[src/rtl/ixd_pkg.sv]
package ixd_pkg;

    typedef enum logic [2:0] {
        ST_PFX,
        ST_ESC,
        ST_MODRM,
        ST_SIB,
        ST_DISP,
        ST_IMM,
        ST_EMIT
    } ixd_state_e;

    typedef enum logic [1:0] {
        IMM_NONE,
        IMM_B1,
        IMM_Z,
        IMM_D4
    } imm_kind_e;

    typedef enum logic [1:0] {
        SZ_8  = 2'd0,
        SZ_16 = 2'd1,
        SZ_32 = 2'd2,
        SZ_64 = 2'd3
    } opsize_e;

    typedef struct packed {
        logic      known;
        logic      has_modrm;
        logic      byte_op;
        imm_kind_e imm;
    } opc_info_t;

endpackage

[src/rtl/ixd_byte_class.sv]
module ixd_byte_class (
    input  logic [7:0] byte_in,
    output logic       is_legacy,
    output logic       is_opsz,
    output logic       is_ext,
    output logic       is_escape
);
    always_comb begin
        is_ext    = (byte_in[7:4] == 4'h4);
        is_escape = (byte_in == 8'h0F);
        is_opsz   = (byte_in == 8'h66);
        is_legacy = byte_in inside {8'hF0, 8'hF2, 8'hF3, 8'h2E, 8'h36, 8'h3E,
                                    8'h26, 8'h64, 8'h65, 8'h66, 8'h67};
    end
endmodule

[src/rtl/ixd_opc_table.sv]
module ixd_opc_table
    import ixd_pkg::*;
(
    input  logic       esc,
    input  logic [7:0] opc,
    output opc_info_t  info
);
    always_comb begin
        info.known     = 1'b0;
        info.has_modrm = 1'b0;
        info.byte_op   = 1'b0;
        info.imm       = IMM_NONE;
        if (!esc) begin
            case (opc)
                8'h83: begin info.known = 1'b1; info.has_modrm = 1'b1; info.imm = IMM_B1; end
                8'h80: begin info.known = 1'b1; info.has_modrm = 1'b1; info.imm = IMM_B1;
                             info.byte_op = 1'b1; end
                8'h88: begin info.known = 1'b1; info.has_modrm = 1'b1; info.byte_op = 1'b1; end
                8'h85, 8'h89, 8'h8D, 8'h31:
                       begin info.known = 1'b1; info.has_modrm = 1'b1; end
                8'h7E, 8'h75:
                       begin info.known = 1'b1; info.imm = IMM_B1; end
                8'hC3, 8'h90:
                       info.known = 1'b1;
                default: begin
                    if (opc[7:3] == 5'b10111) begin
                        info.known = 1'b1;
                        info.imm   = IMM_Z;
                    end
                end
            endcase
        end else begin
            case (opc)
                8'h84, 8'h85: begin info.known = 1'b1; info.imm = IMM_D4; end
                8'hAF:        begin info.known = 1'b1; info.has_modrm = 1'b1; end
                default:      info.known = 1'b0;
            endcase
        end
    end
endmodule

[src/rtl/ixd_addr_split.sv]
module ixd_addr_split #(
    parameter int WIDE_BYTES = 4,
    parameter int CNT_W      = $clog2(WIDE_BYTES + 1)
) (
    input  logic [1:0]       mode,
    input  logic [2:0]       rm,
    output logic             need_sib,
    output logic [CNT_W-1:0] disp_n
);
    always_comb begin
        need_sib = (mode != 2'b11) && (rm == 3'b100);
        case (mode)
            2'b01:   disp_n = CNT_W'(1);
            2'b10:   disp_n = CNT_W'(WIDE_BYTES);
            default: disp_n = '0;
        endcase
    end
endmodule

[src/rtl/instr_field_splitter.sv]
module instr_field_splitter
    import ixd_pkg::*;
#(
    parameter int MAX_LEN    = 15,
    parameter int WIDE_BYTES = 4,
    parameter int LEN_W      = $clog2(MAX_LEN + 1)
) (
    input  logic             clk,
    input  logic             rst_n,
    input  logic             in_valid,
    input  logic [7:0]       in_byte,
    output logic             in_ready,
    output logic             out_valid,
    input  logic             out_ready,
    output logic [LEN_W-1:0] out_len,
    output logic [7:0]       out_opcode,
    output logic             out_esc,
    output logic [1:0]       out_mod,
    output logic [3:0]       out_reg,
    output logic [3:0]       out_rm,
    output logic [1:0]       out_size,
    output logic             out_err
);
    localparam int CNT_W = $clog2(WIDE_BYTES + 1);
    localparam logic [CNT_W-1:0] HALF_BYTES = CNT_W'(WIDE_BYTES / 2);
    localparam logic [CNT_W-1:0] FULL_BYTES = CNT_W'(WIDE_BYTES);

    ixd_state_e       st_q, st_d;
    logic [LEN_W-1:0] len_q, len_d;
    logic [7:0]       opc_q, opc_d, modrm_q, modrm_d;
    logic             esc_q, esc_d, has_mrm_q, has_mrm_d;
    logic [2:0]       ext_q, ext_d;          // {W, R, B}
    logic             ext_live_q, ext_live_d;
    logic             p66_q, p66_d, byteop_q, byteop_d, err_q, err_d;
    logic [CNT_W-1:0] disp_q, disp_d, imm_q, imm_d;

    logic             take, w_eff;
    logic             c_legacy, c_opsz, c_ext, c_esc;
    opc_info_t        info;
    logic             sp_sib;
    logic [CNT_W-1:0] sp_disp, imm_cnt;

    ixd_byte_class u_class (
        .byte_in  (in_byte),
        .is_legacy(c_legacy),
        .is_opsz  (c_opsz),
        .is_ext   (c_ext),
        .is_escape(c_esc)
    );

    ixd_opc_table u_table (
        .esc (st_q == ST_ESC),
        .opc (in_byte),
        .info(info)
    );

    ixd_addr_split #(.WIDE_BYTES(WIDE_BYTES), .CNT_W(CNT_W)) u_split (
        .mode    (in_byte[7:6]),
        .rm      (in_byte[2:0]),
        .need_sib(sp_sib),
        .disp_n  (sp_disp)
    );

    assign take  = in_valid && in_ready;
    assign w_eff = ext_live_q && ext_q[2];

    always_comb begin
        case (info.imm)
            IMM_B1:  imm_cnt = CNT_W'(1);
            IMM_Z:   imm_cnt = (p66_q && !w_eff) ? HALF_BYTES : FULL_BYTES;
            IMM_D4:  imm_cnt = FULL_BYTES;
            default: imm_cnt = '0;
        endcase
    end

    // next-state and datapath update
    always_comb begin
        st_d       = st_q;
        len_d      = len_q;
        opc_d      = opc_q;
        modrm_d    = modrm_q;
        esc_d      = esc_q;
        has_mrm_d  = has_mrm_q;
        ext_d      = ext_q;
        ext_live_d = ext_live_q;
        p66_d      = p66_q;
        byteop_d   = byteop_q;
        err_d      = err_q;
        disp_d     = disp_q;
        imm_d      = imm_q;
        unique case (st_q)
            ST_PFX, ST_ESC: begin
                if (take) begin
                    if (st_q == ST_PFX && c_ext) begin
                        ext_d      = {in_byte[3], in_byte[2], in_byte[0]};
                        ext_live_d = 1'b1;
                    end else if (st_q == ST_PFX && c_legacy) begin
                        ext_live_d = 1'b0;
                        if (c_opsz) p66_d = 1'b1;
                    end else if (st_q == ST_PFX && c_esc) begin
                        esc_d = 1'b1;
                        st_d  = ST_ESC;
                    end else begin
                        opc_d = in_byte;
                        if (!info.known) begin
                            err_d = 1'b1;
                            st_d  = ST_EMIT;
                        end else begin
                            byteop_d = info.byte_op;
                            imm_d    = imm_cnt;
                            if (info.has_modrm)    st_d = ST_MODRM;
                            else if (imm_cnt != 0) st_d = ST_IMM;
                            else                   st_d = ST_EMIT;
                        end
                    end
                end
            end
            ST_MODRM: begin
                if (take) begin
                    modrm_d   = in_byte;
                    has_mrm_d = 1'b1;
                    disp_d    = sp_disp;
                    if (sp_sib)            st_d = ST_SIB;
                    else if (sp_disp != 0) st_d = ST_DISP;
                    else if (imm_q != 0)   st_d = ST_IMM;
                    else                   st_d = ST_EMIT;
                end
            end
            ST_SIB: begin
                if (take) begin
                    if (disp_q != 0)     st_d = ST_DISP;
                    else if (imm_q != 0) st_d = ST_IMM;
                    else                 st_d = ST_EMIT;
                end
            end
            ST_DISP: begin
                if (take) begin
                    disp_d = disp_q - 1'b1;
                    if (disp_q == CNT_W'(1)) st_d = (imm_q != 0) ? ST_IMM : ST_EMIT;
                end
            end
            ST_IMM: begin
                if (take) begin
                    imm_d = imm_q - 1'b1;
                    if (imm_q == CNT_W'(1)) st_d = ST_EMIT;
                end
            end
            ST_EMIT: begin
                if (out_ready) begin
                    st_d       = ST_PFX;
                    len_d      = '0;
                    opc_d      = '0;
                    modrm_d    = '0;
                    esc_d      = 1'b0;
                    has_mrm_d  = 1'b0;
                    ext_d      = '0;
                    ext_live_d = 1'b0;
                    p66_d      = 1'b0;
                    byteop_d   = 1'b0;
                    err_d      = 1'b0;
                    disp_d     = '0;
                    imm_d      = '0;
                end
            end
            default: st_d = ST_PFX;
        endcase
        if (take) begin
            len_d = len_q + 1'b1;
            if (st_d != ST_EMIT && len_q == LEN_W'(MAX_LEN - 1)) begin
                st_d  = ST_EMIT;
                err_d = 1'b1;
            end
        end
    end

    always_ff @(posedge clk or negedge rst_n) begin
        if (!rst_n) begin
            st_q       <= ST_PFX;
            len_q      <= '0;
            opc_q      <= '0;
            modrm_q    <= '0;
            esc_q      <= 1'b0;
            has_mrm_q  <= 1'b0;
            ext_q      <= '0;
            ext_live_q <= 1'b0;
            p66_q      <= 1'b0;
            byteop_q   <= 1'b0;
            err_q      <= 1'b0;
            disp_q     <= '0;
            imm_q      <= '0;
        end else begin
            st_q       <= st_d;
            len_q      <= len_d;
            opc_q      <= opc_d;
            modrm_q    <= modrm_d;
            esc_q      <= esc_d;
            has_mrm_q  <= has_mrm_d;
            ext_q      <= ext_d;
            ext_live_q <= ext_live_d;
            p66_q      <= p66_d;
            byteop_q   <= byteop_d;
            err_q      <= err_d;
            disp_q     <= disp_d;
            imm_q      <= imm_d;
        end
    end

    // descriptor outputs
    always_comb begin
        in_ready   = (st_q != ST_EMIT);
        out_valid  = (st_q == ST_EMIT);
        out_len    = len_q;
        out_opcode = opc_q;
        out_esc    = esc_q;
        out_err    = err_q;
        out_mod    = has_mrm_q ? modrm_q[7:6] : 2'b00;
        out_reg    = has_mrm_q ? {ext_live_q && ext_q[1], modrm_q[5:3]} : 4'h0;
        out_rm     = has_mrm_q ? {ext_live_q && ext_q[0], modrm_q[2:0]} : 4'h0;
        if (byteop_q)   out_size = SZ_8;
        else if (w_eff) out_size = SZ_64;
        else if (p66_q) out_size = SZ_16;
        else            out_size = SZ_32;
    end

endmodule

[config.mk]
export PLATFORM = sky130hd
export DESIGN_NAME = instr_field_splitter
export DESIGN_NICKNAME = d
export VERILOG_FILES = /design/src/rtl/ixd_pkg.sv /design/src/rtl/ixd_byte_class.sv /design/src/rtl/ixd_opc_table.sv /design/src/rtl/ixd_addr_split.sv /design/src/rtl/instr_field_splitter.sv
export SDC_FILE = /design/constraint.sdc
export NUM_CORES = 1
export LEC_CHECK = 0
export CAP_MARGIN = 40
export CORE_AREA = 3 3 73 75
export DETAILED_ROUTE_END_ITERATION = 8
export DIE_AREA = 0 0 76 78
export DONT_BUFFER_PORTS = 1
export PLACE_DENSITY = 0.72
export SLEW_MARGIN = 10
export SYNTH_ARGS = -nofsm -noshare
export SYNTH_HDL_FRONTEND = slang
export SYNTH_SLANG_ARGS = --single-unit
[constraint.sdc]
create_clock -name clk -period 2.1 [get_ports clk]
set_input_delay 0.105 -clock clk [delete_from_list [all_inputs] [get_ports clk]]
set_output_delay 0.105 -clock clk [all_outputs]
set_load 0.02 [all_outputs]
======== Yosys cells after proc, flatten, opt, wreduce, memory -nomap -nowiden ========
Cells that the tools add are included.
storage, ports and cells
  bits in registers ....................... 38
  input bits .............................. 12
  logic and storage cells ................. 215
operators by class
  mux-type cells .......................... 99
  add/sub/neg operators ................... 3
  equality and inequality tests ........... 59
  reduce and logical (&&, ||, !) cells .... 41
operators by type and width
  operator            number
  $eq 8x8->1 const B  13
  $mux 3              29
  $eq 8x7->1 const B  6
  $mux 8              6
  $eq 8x6->1 const B  5
  $mux 1              33
  $pmux 8 s2          2
  $pmux 3 s3          3
  $ne 2x2->1 const B  13
  $mux 2              11
  $mux 4              5
  $pmux 3 s6          1
  $reduce_and 6->1    3
  $reduce_bool 3->1   6
  $reduce_or 7->1     2
  $eq 3x3->1 const B  4
  $pmux 1 s2          6
  $pmux 3 s2          2
  $reduce_and 4->1    3
  $reduce_bool 11->1  1
  $reduce_or 11->1    1
  $logic_and 1x1->1   10
  $eq 3x1->1 const B  3
  $ne 3x3->1 const B  3
  21 further kinds    31

======== Logic depth before layout (Yosys ltp) ========
Gate-level depths: netlist of run 1.
  depth in word-level cells ............... 19
  gate-level depth with buffers ........... 8
  mapped depth without buffers ............ 8

======== Cells and area by module ========
From an unflattened synthesis of run 1, not the netlist that was laid out.
unflattened totals
  cells, all modules ...................... 329
  area, all modules ....................... 2778.9 µm²
by module, submodules not included
  module                instances  cells an instance  area each (µm²)
  instr_field_splitter  1          267                2313.5
  ixd_opc_table         1          41                 304.0
  ixd_byte_class        1          15                 116.4
  ixd_addr_split        1          6                  45.0

======== Worst setup path after synthesis of run 1 ========
OpenSTA, ideal clock, no wires.
  kind .................................... input -> register
  from .................................... in in_byte[6]
  to ...................................... reg imm_q[1]
  stages .................................. 8
  data arrival time ....................... 1.904 ns
  slack ................................... 0.069 ns
  library setup time ...................... 0.128 ns
  cell sequence ........................... inv_1 > ha_1 > or3b_1 > a211oi_1 > nor3_2 > a41oi_2 > o2bb2ai_2 > mux2_1
on the way
  longest elaborated chain between the ends .. 12
RTL lines
  element                                                         RTL line                                  text
  start: declaration                                              instr_field_splitter.sv:11                input logic [7:0] in_byte,
  $eq 8x8->1, or another cell as far along                        ixd_opc_table.sv:14                       case (opc)
  $reduce_or 7->1 (no source line), or another cell as far along  n/a
  $pmux 2 s2 / $mux 2 (equally long branches)                     ixd_opc_table.sv:14, ixd_opc_table.sv:33
  $mux 2                                                          ixd_opc_table.sv:13                       if (!esc) begin
  $eq 2x2->1 / $eq 2x1->1 (equally long branches)                 instr_field_splitter.sv:68                case (info.imm)
  $pmux 3 s3                                                      instr_field_splitter.sv:68
  $mux 3                                                          instr_field_splitter.sv:105               if (!info.known) begin
  $mux 3                                                          instr_field_splitter.sv:100               end else if (st_q == ST_PFX && c_esc) begin
  $mux 3                                                          instr_field_splitter.sv:97                end else if (st_q == ST_PFX && c_legacy) begin
  $mux 3                                                          instr_field_splitter.sv:94                if (st_q == ST_PFX && c_ext) begin
  $mux 3                                                          instr_field_splitter.sv:93                if (take) begin
  $pmux 3 s3                                                      instr_field_splitter.sv:91                unique case (st_q)
  end signal: assignment                                          instr_field_splitter.sv:204               imm_q <= imm_d;
  end: declaration                                                instr_field_splitter.sv:35                logic [CNT_W-1:0] disp_q, disp_d, imm_q, imm_d;
Several ways; a longest one is shown, not always the timed one. The select of a mux whose other input is x is not followed.
A chain may end at the register's enable or synchronous reset.

======== Worst setup path after layout of run 1 ========
  from .................................... reg disp_q[0]
  to ...................................... reg err_q (netlist: out_err)
on the way
  longest elaborated chain between the ends .. 8
RTL lines
  element                                                 RTL line                                                  text
  start: declaration                                      instr_field_splitter.sv:35
  start signal: assignment                                instr_field_splitter.sv:203                               disp_q <= disp_d;
  $eq 3x1->1 / $reduce_bool 3->1 (equally long branches)  instr_field_splitter.sv:139, instr_field_splitter.sv:131
  $mux 3 (on tied branches)                               instr_field_splitter.sv:139, instr_field_splitter.sv:131
  $mux 3 (on tied branches)                               instr_field_splitter.sv:137, instr_field_splitter.sv:130
  $pmux 3 s6 (*)                                          instr_field_splitter.sv:91
  $ne 3x3->1 (*)                                          instr_field_splitter.sv:169                               if (st_d != ST_EMIT && len_q == LEN_W'(MAX_LEN - 1)) begin
  $logic_and 1x1->1 (*)                                   instr_field_splitter.sv:169
  $mux 1 (*)                                              instr_field_splitter.sv:169
  $mux 1 (*)                                              instr_field_splitter.sv:167                               if (take) begin
  net err_d                                               instr_field_splitter.sv:34                                logic p66_q, p66_d, byteop_q, byteop_d, err_q, err_d;
  end signal: assignment                                  instr_field_splitter.sv:202                               err_q <= err_d;
  end: declaration                                        instr_field_splitter.sv:34
Mark *: on every way through the listed nets, which the timed path passes. The rest lies on a longest branch.

==> flow_summary.toml, run 1 <==
[floorplan]
core_sq_um = 4720
rows = 25
initial_core_util = 0.579
dieArea_sq_um = 5930
die_h_um = 78
io_pins = 40
die_w_um = 76

[power]
p_sw_frac = 0.457
leakagePower_nw = 1.42
p_sw_w = 0.00174
comb_power_share = 0.486
clkPwrFrac = 0.131
intPower_w = 0.00207
power_frac_seq = 0.383
ir_drop_mv = 0.640
power.density_nw_per_um2 = 1190

[yosys]
synth-edff-count = 0
avgSynthCellArea_sq_um = 8.39
syn_area_sq_um = 2730
synth_flop_cell = "dfrtp_1"
async_flop_share = 1.00
syn_inst = 326
synth_cell_type_count = 70
ys_seq_area_frac = 0.348
yosysWarnings = 0
syn_nets = 352
synth-seq-cells = 38

[timing]
final-hold-violation-count = 0
slew_headroom = 0.641
grt_setup_unrepaired = "true"
slew_violations = 0
fin_skew_ns = 0.00388
tns_ns = 0
worstMarginPinSlew_ns = 0.538
timing.final.crit_share = 0.951
setup_ws_ns = 0.103
setup_violations = 0
fmaxAchievable_mhz = 501
min_period_ns = 2.00

[run]
drv_cap = 0

[worst_setup_path]
required_ns = 2.27
critPathMaxStageDelay_ns = 0.47
crit_top_cell = "a31oi_1"
crit_fanout = 4
path_cells = "inv_2 -> ha_2 -> or4bb_1 -> a31oi_1 -> a221o_1 -> inv_1 -> a31oi_1 -> o221ai_1"
worst_ep_arrival_time_ns = 2.17
crit_slowest_cell = "or4bb_1"
critPathCaptureType = "flip-flop"
critPathBufInv = 2
cp_top_family = "compound AO/OA/AOI/OAI gates"
startpoint_type = "flip-flop"
critPathKind = "flip-flop to flip-flop"

[cells_and_area]
stdcell_count = 426
final_util = 0.678
antennaDiodeCount = 0
drive_above_1_share = 0.189
syn2layout_area_growth_pct = 17.2
finalInstanceArea_sq_um = 3200
nNetsFinal = 385

[global_routing]
overflow = 0
grt.total_usage = 0.262
grt_pass1_vias = 2462
antenna_found_initial = 0
grt_pass1_wl_um = 12400
grt_max_degree = 39

[placed_design]
pre_cts_ws_ns = -0.0924
portBuffers = 0
globalplace.congestion = 0.999
place_inst = 406
post-dp-hpwl_um = 5510
place_area_sq_um = 2970

[drt]
drc = 0
initialDrtViolationCount = 337
drt-total-wl_um = 7710
ant_nets = 0
drtPass1Iterations = 5
wl_per_cell_um = 18.1
drt-vias-per-instance = 6.18
num_vias = 2634

[clock_network]
clk_pin_slew_ns = 0.08
cts-root-buf = "clkbuf_8"
clk_path_buf_depth = 2
cts.sinks = 38
cts_tree = "yes"
cts.htree.levels = 2
clk_latency_ns = 0.30
cts_buffers = 5

[hold_path]
holdCritPathClass = "input pin to flip-flop"

[status]
status = "finished, final reports clean"
[power by group through the flow]
stage          clock network (W)  registers, W  logic (W)
3_3_place_gp                   0       0.00146    0.00171
2_1_floorplan                  0       0.00136    0.00129
3_5_place_dp                   0       0.00147    0.00174
4_1_cts                 0.000505       0.00146    0.00179
5_1_grt                 0.000533       0.00151    0.00203
6_report                0.000497       0.00146    0.00185
[routing by layer]
metal | GRT usage | share of wire | vias up
met1 | 0.346 | 0.44 | 1255
li1 | - | - | 1239
met2 | 0.427 | 0.46 | 117
met3 | 0.0568 | 0.074 | 23
met5 | 0 | 0 | -
met4 | 0.0924 | 0.028 | 0
[synthesized netlist by cell type (all sizes together), types with 3 or more instances]
library cell / number / area [sq um]
nor2: 24 / 90.1
nand3b: 7 / 52.6
ha: 14 / 175
o22ai: 4 / 25.0
nor4: 3 / 18.8
or3b: 3 / 26.3
or2: 7 / 43.8
a21bo: 3 / 30.0
nor2b: 3 / 18.8
mux2: 4 / 48.8
nand4: 6 / 37.5
buf: 5 / 25.0
clkbuf: 12 / 45.0
inv: 17 / 63.8
nand3: 5 / 25.0
o21ai: 24 / 124
a211oi: 4 / 30.0
o211ai: 5 / 42.5
and2: 11 / 68.8
a31oi: 4 / 25.0
dfrtp: 38 / 951
nand2b: 9 / 56.3
and3: 4 / 25.0
nor4b: 3 / 26.3
nand2: 45 / 171
a21oi: 15 / 75.1
mux2i: 4 / 40.0
nor3: 5 / 30.0
[cell usage in the layout, fill, tap and decap left out, drive strengths merged, types with 3 or more instances in the layout]
cell type,count
nand3,5
and3,4
a31oi,4
nand2,45
and2,11
or2,7
o21ai,24
nor2b,3
nor3,5
ha,14
mux2i,4
nand3b,7
mux2,4
dfrtp,38
o211ai,5
a21oi,15
nand4,6
nor4b,3
dlygate4sd3,10
a21bo,3
inv,17
o22ai,4
a211oi,4
clkinv,3
or3b,3
nor2,24
clkbuf,5
nand2b,9
nor4,3
buf,33
[state kept, by name, summed over array words and instances, names as in the netlist]
name	cells
out_opcode	8
st_q	3
out_err	1
ext_live_q	1
ext_q	3
imm_q	3
disp_q	3
out_len	4
out_esc	1
has_mrm_q	1
modrm_q	8
byteop_q	1
p66_q	1
[area by class of cell]
cell class                      instances  area (sq um)
Fill cell                             379          1520
Inverter                               18          67.6
Tap cell                               67          83.8
Multi-Input combinational cell        253          1660
Timing Repair Buffer                   43           360
Sequential cell                        38           951
Clock buffer                            5          68.8
Clock inverter                          2          10.0
[per-stage QoR]
stage          hold slack, ns  power [W]
2_1_floorplan          -0.191    0.00265
4_1_cts                0.0119    0.00375
5_1_grt                0.0224    0.00407
3_3_place_gp           -0.190    0.00317
3_5_place_dp           -0.190    0.00321
6_report               0.0212    0.00381
[kinds of logic after synthesis]
family	after synthesis	share of synthesized area
compound gates	88	0.226
simple gates	142	0.276
fa+ha+maj	14	0.0641
mux	8	0.0325
buf+inv	35	0.0503
flops	38	0.348
xor+xnor	1	0.00320
[what timing repair did]
item                                   CTS  global route
buffers inserted                         0             2
resized for setup                        0             7
endpoints found under the hold margin   54             0
setup endpoints to repair                0             4
hold buffers                            11             0
[worst paths after layout]
| check | start | to | slack, ns | cells past startpoint |
|---|---|---|---|---|
| hold reg to reg | ext_q[1] | ext_q[1] | 0.48 | 2 |
| max in group asynchronous | rst_n | imm_q[2] | 1.61 | 2 |
| setup / recovery | disp_q[0] | out_err | 0.10 | 8 |
| hold / removal | in_byte[1] | p66_q | 0.02 | 2 |
| setup reg to reg | disp_q[0] | out_err | 0.10 | 8 |
| min in group asynchronous | rst_n | st_q[0] | 0.29 | 2 |
Note: power is estimated with default switching activity, not from simulation.
==> inputs of run 2 (changes only) <==
Settings changed: CORE_AREA 3 3 73 75 to 3 3 74 76, DIE_AREA 0 0 76 78 to 0 0 77 79, PLACE_DENSITY 0.72 to 0.71, SYNTH_HIERARCHICAL set to 1.
==> run 2 against run 1 <==
  * The run now ends with setup timing left
  * Core utilization down 1.6 points
  * Global-route usage down 1.7 points
  * Worst hold slack better by 0.0088 ns
  * First-iteration DRC count down 22%
  * Area after synthesis up 1.6%
  * Cell count down 2.3%
  * Register-to-register slack worse by 0.18 ns
  * Die area up 2.6%
  * Sequential share of layout area up 0.32 points
==> flow_summary.toml, run 2 <==
[timing]
min_period_ns = 2.18
worstMarginPinSlew_ns = 0.567
grt_setup_unrepaired = "true"
setup_violations = 4
setup_ws_ns = -0.0774
tns_ns = -0.153
fmaxAchievable_mhz = 459
slew_violations = 0
fin_skew_ns = 0.00296
timing.final.crit_share = 1.04
final-hold-violation-count = 0
slew_headroom = 0.621

[worst_setup_path]
worst_ep_arrival_time_ns = 2.40
required_ns = 2.32
critPathMaxStageDelay_ns = 0.41
critPathCaptureType = "flip-flop"
path_cells = "nor2_4 -> and2_4 -> nand3_2 -> nor4b_2 -> nand2_1 -> o211ai_2 -> inv_2 -> o32ai_4 -> a21boi_2 -> o31a_1 -> a21oi_1"
critPathKind = "flip-flop to flip-flop"
crit_slowest_cell = "dfrtp_1"
crit_fanout = 4
startpoint_type = "flip-flop"

[yosys]
syn_nets = 349
synth_top_area_cell = "dfrtp_1"
ys_seq_area_frac = 0.342
synth-seq-cells = 38
syn_area_sq_um = 2780
syn_inst = 329
async_flop_share = 1.00
synthTopCellsByArea = "dfrtp_1, nand2_1, o21ai_0, ha_1, a21oi_1"
synth_cell_type_count = 72
yosysTopAreaCellShare = 0.342
synth_flop_cell = "dfrtp_1"
yosysWarnings = 6
avgSynthCellArea_sq_um = 8.45
synthTopCellsByCount = "nand2_1, dfrtp_1, nor2_1, o21ai_0, a21oi_1"
synth-edff-count = 0
synthMostInstantiatedCell = "nand2_1"

[cells_and_area]
nNetsFinal = 368
final_util = 0.662
drive_above_1_share = 0.201
final_cell_mix = "nand2_1, dfrtp_1, nor2_1"
antennaDiodeCount = 0
fill_cells = 416
finalInstanceArea_sq_um = 3170
layout_commonest_cell = "nand2_1"
syn2layout_area_growth_pct = 14.0

[drt]
ant_nets = 0
drtPass1Iterations = 6
num_vias = 2525
wl_per_cell_um = 17.3
drc = 0
initialDrtViolationCount = 264
drt-total-wl_um = 7200
drt-vias-per-instance = 6.07

[floorplan]
die_w_um = 77
core_sq_um = 4790
initial_core_util = 0.581
dieArea_sq_um = 6080
io_pins = 40
rows = 25
die_h_um = 79

[global_routing]
grt.total_usage = 0.245
grt_pass1_wl_um = 11900
grt_pass1_vias = 2417
grt_max_degree = 39
overflow = 0
antenna_found_initial = 0

[placed_design]
place_area_sq_um = 2890
globalplace.congestion = 0.902
post-dp-hpwl_um = 4690
portBuffers = 0
pre_cts_ws_ns = -0.103

[power]
ir_drop_mv = 0.847
power.density_nw_per_um2 = 1230
leakagePower_nw = 1.31

[clock_network]
cts_buffers = 5
clk_latency_ns = 0.29
cts.htree.levels = 2
cts_tree = "yes"
clk_pin_slew_ns = 0.08
cts.sinks = 38
clk_path_buf_depth = 2
cts-root-buf = "clkbuf_8"

[hold_path]
holdCritPathClass = "input pin to flip-flop"

[status]
failed_checks = "setup timing"
status = "finished with violations"

[run]
drv_cap = 0
## run 2: timing repair
item,4_1_cts,5_1_grt
gates cloned,0,0
gates resized for setup,3,6
setup buffers,5,1
pin swaps,5,7
hold buffers,10,0
endpoints found under the setup margin,4,8
hold endpoints to repair,51,0
## run 2: path summary, 6_finish.rpt
kind	startpoint	to	slack (ns)	depth (start not counted)
max	st_q[1]	st_q[0]	-0.08	11
min	in_valid	ext_live_q	0.03	2
max reg2reg	st_q[1]	st_q[0]	-0.08	11
min reg2reg	ext_q[0]	ext_q[0]	0.50	1
max in group asynchronous	rst_n	out_len[0]	1.59	2
min in group asynchronous	rst_n	modrm_q[6]	0.31	2
## run 2: power by group
group          internal, W  leakage (nW)  switching, W  total [W]
clock network     0.000264        0.0472      0.000278   0.000542
logic             0.000761         0.786       0.00111    0.00187
registers          0.00106         0.474      0.000413    0.00148
total              0.00209          1.31       0.00180    0.00389
## run 2: layout make-up
type	instances	area, sq um	area share
Timing Repair Buffer	30	260	0.0821
Tap cell	67	83.8	0.0265
Multi-Input combinational cell	255	1710	0.540
Sequential cell	38	951	0.300
Clock inverter	2	12.5	0.00395
Clock buffer	6	82.6	0.0261
Inverter	18	67.6	0.0213
## run 2: stage by stage
step / cells / hold WS [ns] / total power (W)
floorplan: 329 / -0.191 / 0.00286
global placement: 392 / -0.190 / 0.00317
detailed placement: 392 / -0.190 / 0.00322
CTS: 415 / 0.0174 / 0.00386
global route: 416 / 0.0254 / 0.00421
finish: 416 / 0.0300 / 0.00389
## run 2: kinds of logic after synthesis
group	Yosys count	synth area share
AND/OR/NAND/NOR	150	0.312
AO/OA/AOI/OAI	88	0.215
flip-flops	38	0.342
buffers and inverters	36	0.0621
adder cells (fa/ha/maj)	8	0.0360
multiplexers	7	0.0279
other	1	0.00135
XOR/XNOR	1	0.00315
## run 2: critical path: cells and delay by family, from the launching register on
kind	cells	cell delay [ns]
buf+inv	1	0.07
simple gates	5	0.74
flops	1	0.41
compound gates	5	0.88
## run 2: per-layer routing
layer / global-route usage / up-vias / share of wire
li1: - / 1214 / -
met2: 0.413 / 105 / 0.49
met3: 0.0556 / 9 / 0.069
met4: 0.0765 / 0 / 0.016
met1: 0.315 / 1197 / 0.43
met5: 0 / - / 0
